[src/rtl/dma_direct_pkg.sv]
package dma_direct_pkg;
  typedef enum logic [1:0] {ST_IDLE, ST_RD, ST_WR, ST_HALT} chan_st_e;

  localparam logic [2:0] OFS_MODE = 3'd0;
  localparam logic [2:0] OFS_STAT = 3'd1;
  localparam logic [2:0] OFS_SRC  = 3'd2;
  localparam logic [2:0] OFS_DST  = 3'd3;
  localparam logic [2:0] OFS_CNT  = 3'd4;

  localparam int MODE_W   = 5;
  localparam int MB_START = 0;
  localparam int MB_ABORT = 1;
  localparam int MB_CONT  = 2;
  localparam int MB_EOSIE = 3;
  localparam int MB_ERRIE = 4;

  localparam int SB_ERR = 1;
  localparam int SB_EOS = 2;
endpackage

[src/rtl/dma_chan_regs.sv]
module dma_chan_regs
  import dma_direct_pkg::*;
#(
  parameter int RW = 32,
  parameter int CW = 16
) (
  input  logic          clk_i,
  input  logic          rst_ni,
  input  logic          we_i,
  input  logic [2:0]    addr_i,
  input  logic [RW-1:0] wdata_i,
  output logic [RW-1:0] rdata_o,
  input  logic          busy_i,
  input  logic          halted_i,
  input  logic          adv_i,
  input  logic [CW-1:0] adv_len_i,
  input  logic          eos_set_i,
  input  logic          err_set_i,
  output logic          start_p_o,
  output logic          abort_p_o,
  output logic          cont_p_o,
  output logic [RW-1:0] src_o,
  output logic [RW-1:0] dst_o,
  output logic [CW-1:0] cnt_o,
  output logic          err_o,
  output logic          eos_o,
  output logic          irq_o
);
  logic [MODE_W-1:0] mode_q;
  logic [RW-1:0]     src_q, dst_q;
  logic [CW-1:0]     cnt_q;
  logic              err_q, eos_q;
  logic              mode_wr, stat_wr;

  assign mode_wr = we_i && (addr_i == OFS_MODE);
  assign stat_wr = we_i && (addr_i == OFS_STAT);

  // edge pulses: new value 1 while stored value 0
  assign start_p_o = mode_wr && wdata_i[MB_START] && !mode_q[MB_START];
  assign abort_p_o = mode_wr && wdata_i[MB_ABORT] && !mode_q[MB_ABORT];
  assign cont_p_o  = mode_wr && wdata_i[MB_CONT]  && !mode_q[MB_CONT];

  always_ff @(posedge clk_i or negedge rst_ni) begin
    if (!rst_ni) begin
      mode_q <= '0;
      src_q  <= '0;
      dst_q  <= '0;
      cnt_q  <= '0;
      err_q  <= 1'b0;
      eos_q  <= 1'b0;
    end else begin
      if (mode_wr) mode_q <= wdata_i[MODE_W-1:0];
      if (adv_i) begin
        src_q <= src_q + RW'(adv_len_i);
        dst_q <= dst_q + RW'(adv_len_i);
        cnt_q <= cnt_q - adv_len_i;
      end else if (we_i && !busy_i) begin
        case (addr_i)
          OFS_SRC: src_q <= wdata_i;
          OFS_DST: dst_q <= wdata_i;
          OFS_CNT: cnt_q <= wdata_i[CW-1:0];
          default: ;
        endcase
      end
      err_q <= err_set_i || (err_q && !(stat_wr && wdata_i[SB_ERR]));
      eos_q <= eos_set_i || (eos_q && !(stat_wr && wdata_i[SB_EOS]));
    end
  end

  always_comb begin
    case (addr_i)
      OFS_MODE: rdata_o = RW'(mode_q);
      OFS_STAT: rdata_o = RW'({halted_i, eos_q, err_q, busy_i});
      OFS_SRC:  rdata_o = src_q;
      OFS_DST:  rdata_o = dst_q;
      OFS_CNT:  rdata_o = RW'(cnt_q);
      default:  rdata_o = '0;
    endcase
  end

  assign src_o = src_q;
  assign dst_o = dst_q;
  assign cnt_o = cnt_q;
  assign err_o = err_q;
  assign eos_o = eos_q;
  assign irq_o = (eos_q && mode_q[MB_EOSIE]) || (err_q && mode_q[MB_ERRIE]);
endmodule

[src/rtl/dma_chan_seq.sv]
module dma_chan_seq
  import dma_direct_pkg::*;
#(
  parameter int RW        = 32,
  parameter int CW        = 16,
  parameter int MAX_BURST = 32,
  parameter int LW        = 6
) (
  input  logic          clk_i,
  input  logic          rst_ni,
  input  logic          start_p_i,
  input  logic          abort_p_i,
  input  logic          cont_p_i,
  input  logic [RW-1:0] src_i,
  input  logic [RW-1:0] dst_i,
  input  logic [CW-1:0] cnt_i,
  input  logic          mem_ack_i,
  input  logic          mem_err_i,
  output logic          mem_req_o,
  output logic          mem_we_o,
  output logic [RW-1:0] mem_addr_o,
  output logic [LW-1:0] mem_len_o,
  output logic          busy_o,
  output logic          halted_o,
  output logic          adv_o,
  output logic [CW-1:0] adv_len_o,
  output logic          eos_set_o,
  output logic          err_set_o
);
  chan_st_e      st_q, st_d;
  logic          last;
  logic [LW-1:0] chunk;

  assign last  = cnt_i <= CW'(MAX_BURST);
  assign chunk = last ? cnt_i[LW-1:0] : LW'(MAX_BURST);

  always_comb begin
    st_d      = st_q;
    adv_o     = 1'b0;
    eos_set_o = 1'b0;
    err_set_o = 1'b0;
    case (st_q)
      ST_IDLE, ST_HALT: begin
        if (st_q == ST_HALT && abort_p_i) begin
          st_d = ST_IDLE;
        end else if (start_p_i || (cont_p_i && st_q == ST_HALT)) begin
          if (cnt_i == '0) begin
            eos_set_o = 1'b1;
            st_d      = ST_IDLE;
          end else begin
            st_d = ST_RD;
          end
        end
      end
      ST_RD, ST_WR: begin
        if (abort_p_i) begin
          st_d = ST_IDLE;
        end else if (mem_ack_i) begin
          if (mem_err_i) begin
            err_set_o = 1'b1;
            st_d      = ST_HALT;
          end else if (st_q == ST_RD) begin
            st_d = ST_WR;
          end else begin
            adv_o = 1'b1;
            if (last) begin
              eos_set_o = 1'b1;
              st_d      = ST_IDLE;
            end else begin
              st_d = ST_RD;
            end
          end
        end
      end
      default: st_d = ST_IDLE;
    endcase
  end

  always_ff @(posedge clk_i or negedge rst_ni) begin
    if (!rst_ni) st_q <= ST_IDLE;
    else         st_q <= st_d;
  end

  assign mem_req_o  = (st_q == ST_RD) || (st_q == ST_WR);
  assign mem_we_o   = (st_q == ST_WR);
  assign mem_addr_o = (st_q == ST_WR) ? dst_i : src_i;
  assign mem_len_o  = chunk;
  assign busy_o     = mem_req_o;
  assign halted_o   = (st_q == ST_HALT);
  assign adv_len_o  = CW'(chunk);
endmodule

[src/rtl/dma_direct_chan.sv]
module dma_direct_chan #(
  parameter int RW        = 32,
  parameter int CW        = 16,
  parameter int MAX_BURST = 32,
  localparam int LW       = $clog2(MAX_BURST) + 1
) (
  input  logic          clk_i,
  input  logic          rst_ni,
  input  logic          reg_we_i,
  input  logic [2:0]    reg_addr_i,
  input  logic [RW-1:0] reg_wdata_i,
  output logic [RW-1:0] reg_rdata_o,
  output logic          mem_req_o,
  output logic          mem_we_o,
  output logic [RW-1:0] mem_addr_o,
  output logic [LW-1:0] mem_len_o,
  input  logic          mem_ack_i,
  input  logic          mem_err_i,
  output logic          irq_o
);
  logic          busy_w, halted_w, adv_w, eos_set_w, err_set_w;
  logic          start_p_w, abort_p_w, cont_p_w, err_w, eos_w;
  logic [RW-1:0] src_w, dst_w;
  logic [CW-1:0] cnt_w, adv_len_w;

  dma_chan_regs #(.RW(RW), .CW(CW)) u_regs (
    .clk_i     (clk_i),
    .rst_ni    (rst_ni),
    .we_i      (reg_we_i),
    .addr_i    (reg_addr_i),
    .wdata_i   (reg_wdata_i),
    .rdata_o   (reg_rdata_o),
    .busy_i    (busy_w),
    .halted_i  (halted_w),
    .adv_i     (adv_w),
    .adv_len_i (adv_len_w),
    .eos_set_i (eos_set_w),
    .err_set_i (err_set_w),
    .start_p_o (start_p_w),
    .abort_p_o (abort_p_w),
    .cont_p_o  (cont_p_w),
    .src_o     (src_w),
    .dst_o     (dst_w),
    .cnt_o     (cnt_w),
    .err_o     (err_w),
    .eos_o     (eos_w),
    .irq_o     (irq_o)
  );

  dma_chan_seq #(.RW(RW), .CW(CW), .MAX_BURST(MAX_BURST), .LW(LW)) u_seq (
    .clk_i      (clk_i),
    .rst_ni     (rst_ni),
    .start_p_i  (start_p_w),
    .abort_p_i  (abort_p_w),
    .cont_p_i   (cont_p_w),
    .src_i      (src_w),
    .dst_i      (dst_w),
    .cnt_i      (cnt_w),
    .mem_ack_i  (mem_ack_i),
    .mem_err_i  (mem_err_i),
    .mem_req_o  (mem_req_o),
    .mem_we_o   (mem_we_o),
    .mem_addr_o (mem_addr_o),
    .mem_len_o  (mem_len_o),
    .busy_o     (busy_w),
    .halted_o   (halted_w),
    .adv_o      (adv_w),
    .adv_len_o  (adv_len_w),
    .eos_set_o  (eos_set_w),
    .err_set_o  (err_set_w)
  );
endmodule

[config.mk]
export PLATFORM = sky130hd
export DESIGN_NAME = dma_direct_chan
export DESIGN_NICKNAME = d
export VERILOG_FILES = /design/src/rtl/dma_direct_pkg.sv /design/src/rtl/dma_chan_regs.sv /design/src/rtl/dma_chan_seq.sv /design/src/rtl/dma_direct_chan.sv
export SDC_FILE = /design/constraint.sdc
export NUM_CORES = 1
export LEC_CHECK = 0
export ABC_AREA = 1
export BUFFER_PORTS_ARGS = -buffer_cell sky130_fd_sc_hd__buf_2
export CORE_MARGIN = 10
export CORE_UTILIZATION = 55
export DETAILED_ROUTE_END_ITERATION = 8
export PLACE_DENSITY = 0.76
export SLEW_MARGIN = 5
export SYNTH_ARGS = -nofsm -noshare
export SYNTH_HDL_FRONTEND = slang
export SYNTH_HIERARCHICAL = 1
export SYNTH_SLANG_ARGS = --single-unit
[constraint.sdc]
create_clock -name clk_i -period 6.32 [get_ports clk_i]
set_clock_uncertainty 0.1 [all_clocks]
set_input_delay 1.264 -clock clk_i [delete_from_list [all_inputs] [get_ports clk_i]]
set_output_delay 1.264 -clock clk_i [all_outputs]
set_load 0.01 [all_outputs]
==> results of run 1 <==
## logic make-up (layout without fill, tap and decap cells)
logic type,count (synthesis),count (layout)
buffers and inverters,248,331
other,1,10
AO/OA/AOI/OAI,217,217
flip-flops,89,89
AND/OR/NAND/NOR,786,786
multiplexers,32,32
adder cells (fa/ha/maj),53,53
XOR/XNOR,10,10
## power by group
part	total (mW)	switching, mW	leakage [nW]	internal, mW
registers	1.24	0.407	1.09	0.828
clock network	0.511	0.238	0.131	0.273
logic	2.73	1.76	4.09	0.972
## path summary, 6_finish.rpt
path	from	end	depth (start not counted)
setup reg to reg	u_regs/cnt_o[13]	u_regs/cnt_o[10]	18
hold reg to reg	u_regs/src_o[12]	u_regs/src_o[12]	2
setup / recovery	reg_addr_i[0]	reg_rdata_o[2]	8
hold / removal	u_regs/src_o[12]	u_regs/src_o[12]	2
min in group asynchronous	rst_ni	u_regs/cnt_o[7]	1
max in group asynchronous	rst_ni	u_regs/src_o[31]	2
## cell type report
cell class,instances,area share [%]
Sequential cell,89,22.28
Inverter,196,7.383
Clock buffer,11,2.428
Multi-Input combinational cell,1108,58.54
Clock inverter,3,0.1877
Tap cell,220,2.753
Timing Repair Buffer,121,6.432
## flip-flops by register name (all words and copies together) (netlist names)
signal and count:
u_regs/mode_q 5, u_regs/eos_o 1, u_regs/src_o 32, u_regs/err_o 1, u_regs/cnt_o 16, u_seq/st_q 2, u_regs/dst_o 32
## layout by cell type (no fill, tap or decap), drive strengths merged, types with 4 or more instances in the layout
| master | n |
|---|---|
| nand3 | 133 |
| conb | 10 |
| mux2 | 32 |
| nand4 | 9 |
| buf | 121 |
| a21oi | 65 |
| o22ai | 24 |
| ha | 50 |
| or2 | 14 |
| nor2 | 128 |
| inv | 196 |
| nand2 | 463 |
| xor2 | 4 |
| clkbuf | 11 |
| and2 | 6 |
| dfrtp | 89 |
| xnor2 | 6 |
| o211ai | 38 |
| nor3 | 24 |
| o221ai | 5 |
| o21bai | 14 |
| o21ai | 56 |
| a21o | 4 |
## routing by layer
layer | routed length, um | global-route usage (%) | vias up
met5 | 0 | 0 | -
met4 | 2334 | 19.33 | 0
met3 | 3326 | 6.432 | 143
met2 | 15940 | 51.18 | 662
met1 | 13860 | 36.89 | 4692
li1 | - | - | 4870
## critical path, stage by stage
cell and delay [ns]:
buf_2 0.13, inv_2 0.06, nor3_4 0.60, inv_4 0.25, o21ai_0 0.43, a221oi_1 0.10, nand2_1 0.09, buf_2 0.13
## per-stage QoR
| stage | std cells | area (um2) | total power [mW] | util, % | hold slack, ns |
|---|---|---|---|---|---|
| finish | 1748 | 9998 | 4.475 | 60.94 | 0.4618 |
| floorplan | 1445 | 9155 | 2.986 | - | 0.3762 |
| global route | 1748 | 9998 | 4.813 | 60.94 | 0.4891 |
| global placement | 1734 | 9737 | 3.805 | 59.35 | 0.4398 |
| detailed placement | 1734 | 9737 | 3.840 | 59.35 | 0.4429 |
| CTS | 1748 | 9998 | 4.358 | 60.94 | 0.4591 |
==> out/results.tsv, run 1 <==
metric	value	unit
status	finished, final reports clean	
n_antenna_cell	0	
fillers	1616	
setup_tns	0	ns
grt_pass1_vias	10040	
synth.most_common_cell	nand2_1	
cts_tree	done	
period_share	69.76	%
core_area	16410	um2
reg2reg_slack	2.47	ns
io_pins	113	
clk-insertion-delay-late	0.35	ns
cp.required	4.96	ns
drt_iter0_markers	1254	
maxCapViolations	0	
synth_common_cells	nand2_1 (460), inv_1 (184), nand3_1 (133)	
gp_congestion	0.9878	
fin_crit	4.409	ns
synth_edf_count	0	
layout-drive-gt1-share	13.61	%
fin_ws	1.911	ns
post_drt_wl_per_cell	20.28	um
multi_input_area	5853	um2
die_y	148.8	um
clock-sinks	89	
area_growth	9.616	%
syn_inst	1436	
synthSimpleGateAreaFrac	36.83	%
gr-usage-all-layers	31.24	%
synth_largest_area_cell	dfrtp_1	
powerDensity	447.6	nW/um2
vias	10370	
rsz0062_at_grt	false	
post_cts_buffers	0	
tightest_slew	0.9975	ns
grt_pass1_wl	54540	um
postCtsHoldBufs	0	
routed_wl	35460	um
synth_cell_types	50	
hold_viol_final	0	
ys_seq_elements	89	
drc	0	
synth.cell_area	9121	um2
num_rows	47	
critPathLaunchType	primary input	
synth_top_family_by_area	simple AND/OR/NAND/NOR gates	
async_flop_share	100.0	%
die_width	148.8	um
synth_top_area_share	24.42	%
slew_headroom	33.50	%
drtPass1Iterations	6	
maxSlewViolCount	0	
synth_mux_area_share	3.951	%
crit_type	primary input to primary output	
endpoint_kind	primary output	
dieArea	22140	um2
htree_num_levels	3	
crit_path_max_fanout	19	
drtAntennaViolNets	0	
leakage	5.309	nW
final_nets	1618	
synth_top_flop_cell	dfrtp_1	
cts_resized	0	
ys_warn_count	6	
cts_root_buffer	clkbuf_16	
dp.final_hpwl	27970	um
initial_utilization	55.59	%
clk_path_buf_depth	2	
clkSlewWorstSetupHoldPaths	0.07	ns
ff_latch_area	2227	um2
grt-ovfl-total	0	
cts_made_buffers	9	
routed_via_density	5.931	
synth-xor-area-share	0.9602	%
grt_max_degree	58	
irDropWorstVdd	0.2513	mV
syn_avg_cell_area	6.352	um2
hold_path_class	register to register	
synth_compound_area_share	14.47	%
port_buffers	112	
yosysSeqAreaShare	24.42	%
dpl_worst_slack	1.999	ns
fmax	226.8	MHz
setup_violations	0	
crit_arrival	3.05	ns
antenna_found_initial	0	
synth_area_leaders	dfrtp_1 (24%), nand2_1 (19%), inv_1 (7.6%), nand3_1 (7.3%), ha_1 (6.9%)	
synthAdderAreaFrac	7.517	%
Power figures use the tool's default switching activity.
==> run 2, diff against run 1 <==
--- a/config.mk
+++ b/config.mk
@@ -5,12 +5,12 @@
 export SDC_FILE = /design/constraint.sdc
 export NUM_CORES = 1
 export LEC_CHECK = 0
-export ABC_AREA = 1
+export ABC_AREA = 0
 export BUFFER_PORTS_ARGS = -buffer_cell sky130_fd_sc_hd__buf_2
 export CORE_MARGIN = 10
-export CORE_UTILIZATION = 55
+export CORE_UTILIZATION = 54
 export DETAILED_ROUTE_END_ITERATION = 8
-export PLACE_DENSITY = 0.76
+export PLACE_DENSITY = 0.78
 export SLEW_MARGIN = 5
 export SYNTH_ARGS = -nofsm -noshare
 export SYNTH_HDL_FRONTEND = slang
==> constraint.sdc (replaced) <==
create_clock -name clk_i -period 3.7 [get_ports clk_i]
set_clock_uncertainty 0.1 [all_clocks]
set_input_delay 0.74 -clock clk_i [delete_from_list [all_inputs] [get_ports clk_i]]
set_output_delay 0.74 -clock clk_i [all_outputs]
set_load 0.01 [all_outputs]
==> out/results.tsv, run 2 <==
metric	value	unit	change
final_common_cell	buf_2		was nand2_1
vias	8122		was 10370
area_growth	15.38	%	was 9.616%
ys_warn_count	6		unchanged
drtAntennaViolNets	0		unchanged
period_share	95.84	%	
hold_viol_final	0		unchanged
syn_avg_cell_area	8.626	um2	was 6.352 um2
crit_top_cell	buf_4		was buf_2
post_drt_wl_per_cell	19.82	um	was 20.28 um
maxSlewViolCount	0		unchanged
clkSlewWorstSetupHoldPaths	0.07	ns	about the same
synth_common_cells	nand2_1 (95), dfrtp_1 (89), mux2i_1 (85)		was nand2_1 (460), inv_1 (184), nand3_1 (133)
syn_inst	977		was 1436
synth_top_flop_cell	dfrtp_1		unchanged
final_area	9724	um2	was 9998 um2
setup_violations	0		unchanged
crit_arrival	3.67	ns	was 3.05 ns
synth.most_common_cell	nand2_1		unchanged
gr-usage-all-layers	23.83	%	was 31.24%
dieArea	21000	um2	was 22140 um2
drtPass1Iterations	6		unchanged
drt_iter0_markers	891		was 1254
clk-insertion-delay-late	0.35	ns	about the same
antenna_found_initial	0		unchanged
synth_mux_area_share	15.57	%	was 3.951%
maxCapViolations	0		unchanged
cp.required	3.82	ns	was 4.96 ns
port_buffers	112		unchanged
num_rows	45		was 47
synth_top_family_by_area	compound AO/OA/AOI/OAI gates		was simple AND/OR/NAND/NOR gates
leakage	4.624	nW	was 5.309 nW
synth_top_area_share	26.43	%	was 24.42%
slew_headroom	23.88	%	was 33.50%
fin_ws	0.1539	ns	was 1.911 ns
path_cells	nor4_1, buf_4, nand3_1, nor2_4, and2_1, buf_4, ha_1, a211oi_4, o21ai_2, and2_2, a31oi_4, a21oi_2, a311oi_1, nor3_1		was buf_2, inv_2, nor3_4, inv_4, o21ai_0, a221oi_1, nand2_1, buf_2
crit_type	register to register		was primary input to primary output
reg2reg_slack	0.15	ns	was 2.47 ns
fmax	282.0	MHz	
clock-sinks	89		unchanged
drc	0		unchanged
worst_path_dominant_cell_family	compound AO/OA/AOI/OAI gates		was simple AND/OR/NAND/NOR gates
final_cell_mix	buf_2 (111), nand2_1 (95), dfrtp_1 (89)		was nand2_1 (460), inv_1 (183), nand3_1 (133)
synth.cell_area	8428	um2	was 9121 um2
fin_crit	3.546	ns	
slowest_delay	0.38	ns	was 0.60 ns
grt_pass1_wl	42010	um	was 54540 um
crit_path_top_delay_cell	dfrtp_1		was nor3_4
clk_path_buf_depth	2		unchanged
ys_seq_elements	89		unchanged
endpoint_kind	register		was primary output
htree_num_levels	3		unchanged
final_nets	1187		was 1618
grt-ovfl-total	0		unchanged
synth-xor-area-share	3.533	%	was 0.9602%
setup_tns	0	ns	unchanged
dp.final_hpwl	19740	um	was 27970 um
critPathLaunchType	register		was primary input
dpl_worst_slack	0.03023	ns	was 1.999 ns
gp_congestion	0.9695		was 0.9878
synth_area_leaders	dfrtp_1 (26%), mux2i_1 (10%), ha_1 (7.4%), mux2_2 (5.2%), nand2_1 (4.2%)		was dfrtp_1 (24%), nand2_1 (19%), inv_1 (7.6%), nand3_1 (7.3%), ha_1 (6.9%)
status	finished, final reports clean		unchanged
crit_path_max_fanout	5		was 19
die_y	144.9	um	was 148.8 um
powerDensity	776.3	nW/um2	was 447.6 nW/um2
crit_buf_inv	2		was 4
core_area	15260	um2	was 16410 um2
routed_via_density	6.200		was 5.931
synthAdderAreaFrac	8.135	%	was 7.517%
n_antenna_cell	0		unchanged
grt_pass1_vias	7912		was 10040
io_pins	113		unchanged
total_power	7.549	mW	was 4.475 mW
initial_utilization	55.24	%	was 55.59%
synthSimpleGateAreaFrac	17.21	%	was 36.83%
dpl-instance-area	9334	um2	was 9737 um2
async_flop_share	100.0	%	unchanged
die_width	144.9	um	was 148.8 um
cts_root_buffer	clkbuf_16		unchanged
synth_compound_area_share	23.52	%	was 14.47%
hold_path_class	primary input to asynchronous set/reset pin		was register to register
synth_edf_count	0		unchanged
tightest_slew	1.137	ns	was 0.9975 ns
synth_largest_area_cell	dfrtp_1		unchanged
yosysSeqAreaShare	26.43	%	was 24.42%
grt_max_degree	49		was 58
layout-drive-gt1-share	24.39	%	was 13.61%
cts_tree	done		unchanged
routed_wl	25970	um	was 35460 um
cts_made_buffers	9		unchanged
irDropWorstVdd	0.3689	mV	was 0.2513 mV
synth_cell_types	92		was 50
run 2: per-layer routing:
metal | global-route usage, % | part of all wire (%) | wire length [um] | vias to the layer above
met5 | 0 | 0 | 0 | -
met4 | 8.580 | 2.3 | 603 | 0
met3 | 4.346 | 7.5 | 1960 | 46
met2 | 37.29 | 45 | 11780 | 361
met1 | 32.07 | 45 | 11620 | 3883
li1 | - | - | - | 3832
run 2: layout make-up:
type,count,area [um2]
clock buffers,10,229.0
clock inverters,6,67.56
fillers,1351,5534
inverters,35,131.4
multi-input cells,797,5842
flip-flops and latches,89,2227
well taps,211,264.0
repair buffers,162,963.4
run 2: where the power goes:
| group | leakage [nW] | internal, mW | switching [mW] | total (mW) |
|---|---|---|---|---|
| Clock | 0.139 | 0.527 | 0.415 | 0.942 |
| Combinational | 3.41 | 2.04 | 2.53 | 4.57 |
| Sequential | 1.08 | 1.42 | 0.619 | 2.04 |
run 2: worst register-to-register path, cell delays in order, from the launching register on:
cell and delay, ns:
dfrtp_1 0.38, nor4_1 0.28, buf_4 0.16, nand3_1 0.19, nor2_4 0.20, and2_1 0.16
buf_4 0.13, ha_1 0.30, a211oi_4 0.34, o21ai_2 0.12, and2_2 0.25, a31oi_4 0.22
a21oi_2 0.17, a311oi_1 0.34, nor3_1 0.09
run 2: kinds of logic (layout without fill, tap and decap cells):
group                      Yosys count  after routing
adders and majority gates           53             53
xor gates and xnor gates            34             34
buffers and inverters              100            213
and+or+nand+nor                    292            292
DFF                                 89             89
other                                1             10
AOI/OAI and AO/OA                  282            282
muxes                              126            126
run 2: final timing paths:
kind / from / endpoint / cells past startpoint
worst max-delay path: u_regs/cnt_o[13] / u_regs/src_o[22] / 14
worst min register to register: u_regs/eos_o / u_regs/eos_o / 1
worst min-delay path: rst_ni / u_regs/err_o / 1
min in group clk_i: u_regs/eos_o / u_regs/eos_o / 1
max in group asynchronous: rst_ni / u_regs/dst_o[4] / 2
worst max register to register: u_regs/cnt_o[13] / u_regs/src_o[22] / 14
run 2: repair_timing:
item	CTS	global route
endpoints found under the hold margin	0	0
gates resized for setup	0	15
hold buffers	0	0
setup buffers	0	4
setup endpoints to repair	0	38
run 2: metrics by stage:
step                      hold WS [ns]  utilization, %  cells
final                           0.3068           63.73   1310
after detailed placement        0.4010           61.17   1290
after CTS                       0.3247           63.12   1306
after global routing            0.3496           63.73   1310
after floorplan                 0.3444               -    986
after global placement          0.3922           61.17   1290
==> run 3, diff against run 2 <==
--- a/config.mk
+++ b/config.mk
@@ -8,11 +8,10 @@
 export ABC_AREA = 0
 export BUFFER_PORTS_ARGS = -buffer_cell sky130_fd_sc_hd__buf_2
 export CORE_MARGIN = 10
-export CORE_UTILIZATION = 54
+export CORE_UTILIZATION = 52
 export DETAILED_ROUTE_END_ITERATION = 8
 export PLACE_DENSITY = 0.78
 export SLEW_MARGIN = 5
 export SYNTH_ARGS = -nofsm -noshare
 export SYNTH_HDL_FRONTEND = slang
-export SYNTH_HIERARCHICAL = 1
 export SYNTH_SLANG_ARGS = --single-unit
==> out/results.tsv, run 3 <==
metric	value	unit	change
cp.required	3.83	ns	was 3.82 ns
clk_path_buf_depth	2		unchanged
slowest_delay	0.59	ns	was 0.38 ns
critPathLaunchType	register		unchanged
powerDensity	715.9	nW/um2	was 776.3 nW/um2
rsz0062_at_grt	true		
fin_crit	3.613	ns	was 3.546 ns
async_flop_share	100.0	%	unchanged
synth_common_cells	dfrtp_1 (89), nand2_1 (72), nor2_1 (72)		was nand2_1 (95), dfrtp_1 (89), mux2i_1 (85)
routed_wl	22730	um	was 25970 um
crit_path_top_delay_cell	or4_4		was dfrtp_1
drtPass1Iterations	6		unchanged
cts_tree	done		unchanged
fmax	276.8	MHz	was 282.0 MHz
io_pins	113		unchanged
area_growth	17.81	%	was 15.38%
crit_arrival	3.75	ns	was 3.67 ns
synth_largest_area_cell	dfrtp_1		unchanged
final_cell_mix	buf_2 (111), dfrtp_1 (89), nor2_1 (72), nand2_1 (72), o21ai_0 (47)		was buf_2 (111), nand2_1 (95), dfrtp_1 (89)
core_area	12670	um2	was 15260 um2
synth.cell_area	6771	um2	was 8428 um2
routed_via_density	6.672		was 6.200
leakage	3.439	nW	was 4.624 nW
status	finished, final reports clean		unchanged
synth_area_leaders	dfrtp_1 (33%), mux2_2 (6.0%), nand2_1 (4.0%), nor2_1 (4.0%), mux2i_1 (3.7%)		was dfrtp_1 (26%), mux2i_1 (10%), ha_1 (7.4%), mux2_2 (5.2%), nand2_1 (4.2%)
syn_inst	785		was 977
cts_root_buffer	clkbuf_16		unchanged
die_width	134.1	um	was 144.9 um
clkSlewWorstSetupHoldPaths	0.07	ns	about the same
setup_violations	0		unchanged
synth_edf_count	0		unchanged
synth.most_common_cell	dfrtp_1		was nand2_1
slew_headroom	48.62	%	was 23.88%
grt_pass1_wl	36670	um	was 42010 um
path_cells	or4_4, nor4_2, buf_4, and3_4, ha_2, fa_2, a211oi_1, o21bai_1, o211ai_2, buf_12, o311a_1, a211o_1		was nor4_1, buf_4, nand3_1, nor2_4, and2_1, buf_4, ha_1, a211oi_4, o21ai_2, and2_2, a31oi_4, a21oi_2, a311oi_1, nor3_1
tightest_slew	0.7707	ns	was 1.137 ns
port_buffers	112		unchanged
cts_made_buffers	9		unchanged
antenna_found_initial	0		unchanged
grt_max_degree	58		was 49
gp_congestion	0.9338		was 0.9695
total_power	5.711	mW	was 7.549 mW
synth_compound_area_share	25.44	%	was 23.52%
fin_ws	0.08747	ns	was 0.1539 ns
synth_top_flop_cell	dfrtp_1		unchanged
layout-drive-gt1-share	25.17	%	was 24.39%
n_antenna_cell	0		unchanged
syn_nets	843		
synth-xor-area-share	1.293	%	was 3.533%
grt_pass1_vias	6686		was 7912
die_y	134.1	um	was 144.9 um
drc	0		unchanged
fillers	1100		was 1351
final_common_cell	buf_2		unchanged
synth_top_area_share	32.89	%	was 26.43%
drtAntennaViolNets	0		unchanged
crit_buf_inv	2		unchanged
num_rows	41		was 45
synth_cell_types	69		was 92
grt-ovfl-total	0		unchanged
hold_viol_final	0		unchanged
synth_top_family_by_area	compound AO/OA/AOI/OAI gates		unchanged
clock-sinks	89		unchanged
dpl_worst_slack	0.04638	ns	was 0.03023 ns
hold_path_class	primary input to asynchronous set/reset pin		unchanged
final_nets	952		was 1187
crit_type	register to register		unchanged
period_share	97.64	%	was 95.84%
worst_path_dominant_cell_family	compound AO/OA/AOI/OAI gates		unchanged
dp.final_hpwl	16460	um	was 19740 um
cp.depth	12		was 14
postCtsHoldBufs	0		unchanged
synthSimpleGateAreaFrac	22.82	%	was 17.21%
syn_avg_cell_area	8.626	um2	about the same
ys_warn_count	0		was 6
htree_num_levels	3		unchanged
maxCapViolations	0		unchanged
vias	7139		was 8122
endpoint_kind	register		unchanged
synthAdderAreaFrac	3.548	%	was 8.135%
maxSlewViolCount	0		unchanged
dieArea	17990	um2	was 21000 um2
initial_utilization	53.44	%	was 55.24%
ys_seq_elements	89		unchanged
gr-usage-all-layers	24.95	%	was 23.83%
rr_worst_depth	12		was 14
irDropWorstVdd	0.3839	mV	was 0.3689 mV
yosysSeqAreaShare	32.89	%	was 26.43%
post_drt_wl_per_cell	21.24	um	was 19.82 um
clk-insertion-delay-late	0.35	ns	about the same
synth_mux_area_share	9.682	%	was 15.57%
crit_path_max_fanout	21		was 5
drt_iter0_markers	916		was 891
## run 3: cell count changes after synthesis, sizes merged, moves of 10 or more
cell,delta
mux2i,-60
ha,-34
a21oi,-30
o21ai,-28
inv,-26
nand2,-23
a22oi,+21
buf,-19
xor2,-15
a21o,-14
a311oi,+10
and3,+10
or3,+10
## run 3: worst paths after layout
path	startpoint	end	slack, ns
worst max-delay path	u_regs.cnt_o[14]	u_regs.src_o[14]	0.09
worst min-delay path	rst_ni	u_regs.src_o[15]	0.35
worst max register to register	u_regs.cnt_o[14]	u_regs.src_o[14]	0.09
worst min register to register	u_regs.mode_q[0]	u_regs.mode_q[0]	0.43
max in group asynchronous	rst_ni	u_regs.cnt_o[3]	2.38
min in group clk_i	u_regs.mode_q[0]	u_regs.mode_q[0]	0.43
## run 3: per-stage QoR
step / area (um2) / cells / hold WS (ns) / utilization [%] / setup TNS, ns
after floorplan: 6771 / 785 / 0.3444 / - / 0
after global placement: 7664 / 1053 / 0.4096 / 60.48 / 0
after detailed placement: 7664 / 1053 / 0.4179 / 60.48 / 0
after CTS: 7936 / 1068 / 0.3936 / 62.63 / 0
after global routing: 7978 / 1070 / 0.4140 / 62.96 / -0.05024
final: 7978 / 1070 / 0.3515 / 62.96 / 0
## run 3: final cells by class
cell class | instances | area, um2 | area share (%)
clock inverters | 4 | 30.03 | 0.3764
multi-input cells | 632 | 4295 | 53.84
clock buffers | 11 | 242.7 | 3.043
well taps | 172 | 215.2 | 2.698
inverters | 9 | 33.78 | 0.4235
flip-flops and latches | 89 | 2227 | 27.92
repair buffers | 153 | 933.4 | 11.70
## run 3: cell families (layout without fill, tap and decap cells)
| kind of cell | Yosys count | count (layout) |
|---|---|---|
| buf+inv | 64 | 177 |
| flops | 89 | 89 |
| compound gates | 242 | 242 |
| xor+xnor | 10 | 10 |
| simple gates | 300 | 300 |
| fa+ha+maj | 18 | 18 |
| mux | 61 | 61 |
| other cells | 1 | 1 |
## run 3: power by group
part	switching, mW	internal [mW]
clock network	0.391	0.471
registers	0.652	1.40
logic	1.52	1.28
## run 3: per-layer routing
layer	track usage, %	wire, um
met1	32.52	9375
met4	8.222	823
met2	38.93	10260
met3	7.020	2270
met5	0	0
## run 3: timing repair
action                                  in CTS  in global routing
gates resized for setup                      0                  6
setup buffers                                0                  2
endpoints found under the hold margin        0                  0
endpoints found under the setup margin       0                 20
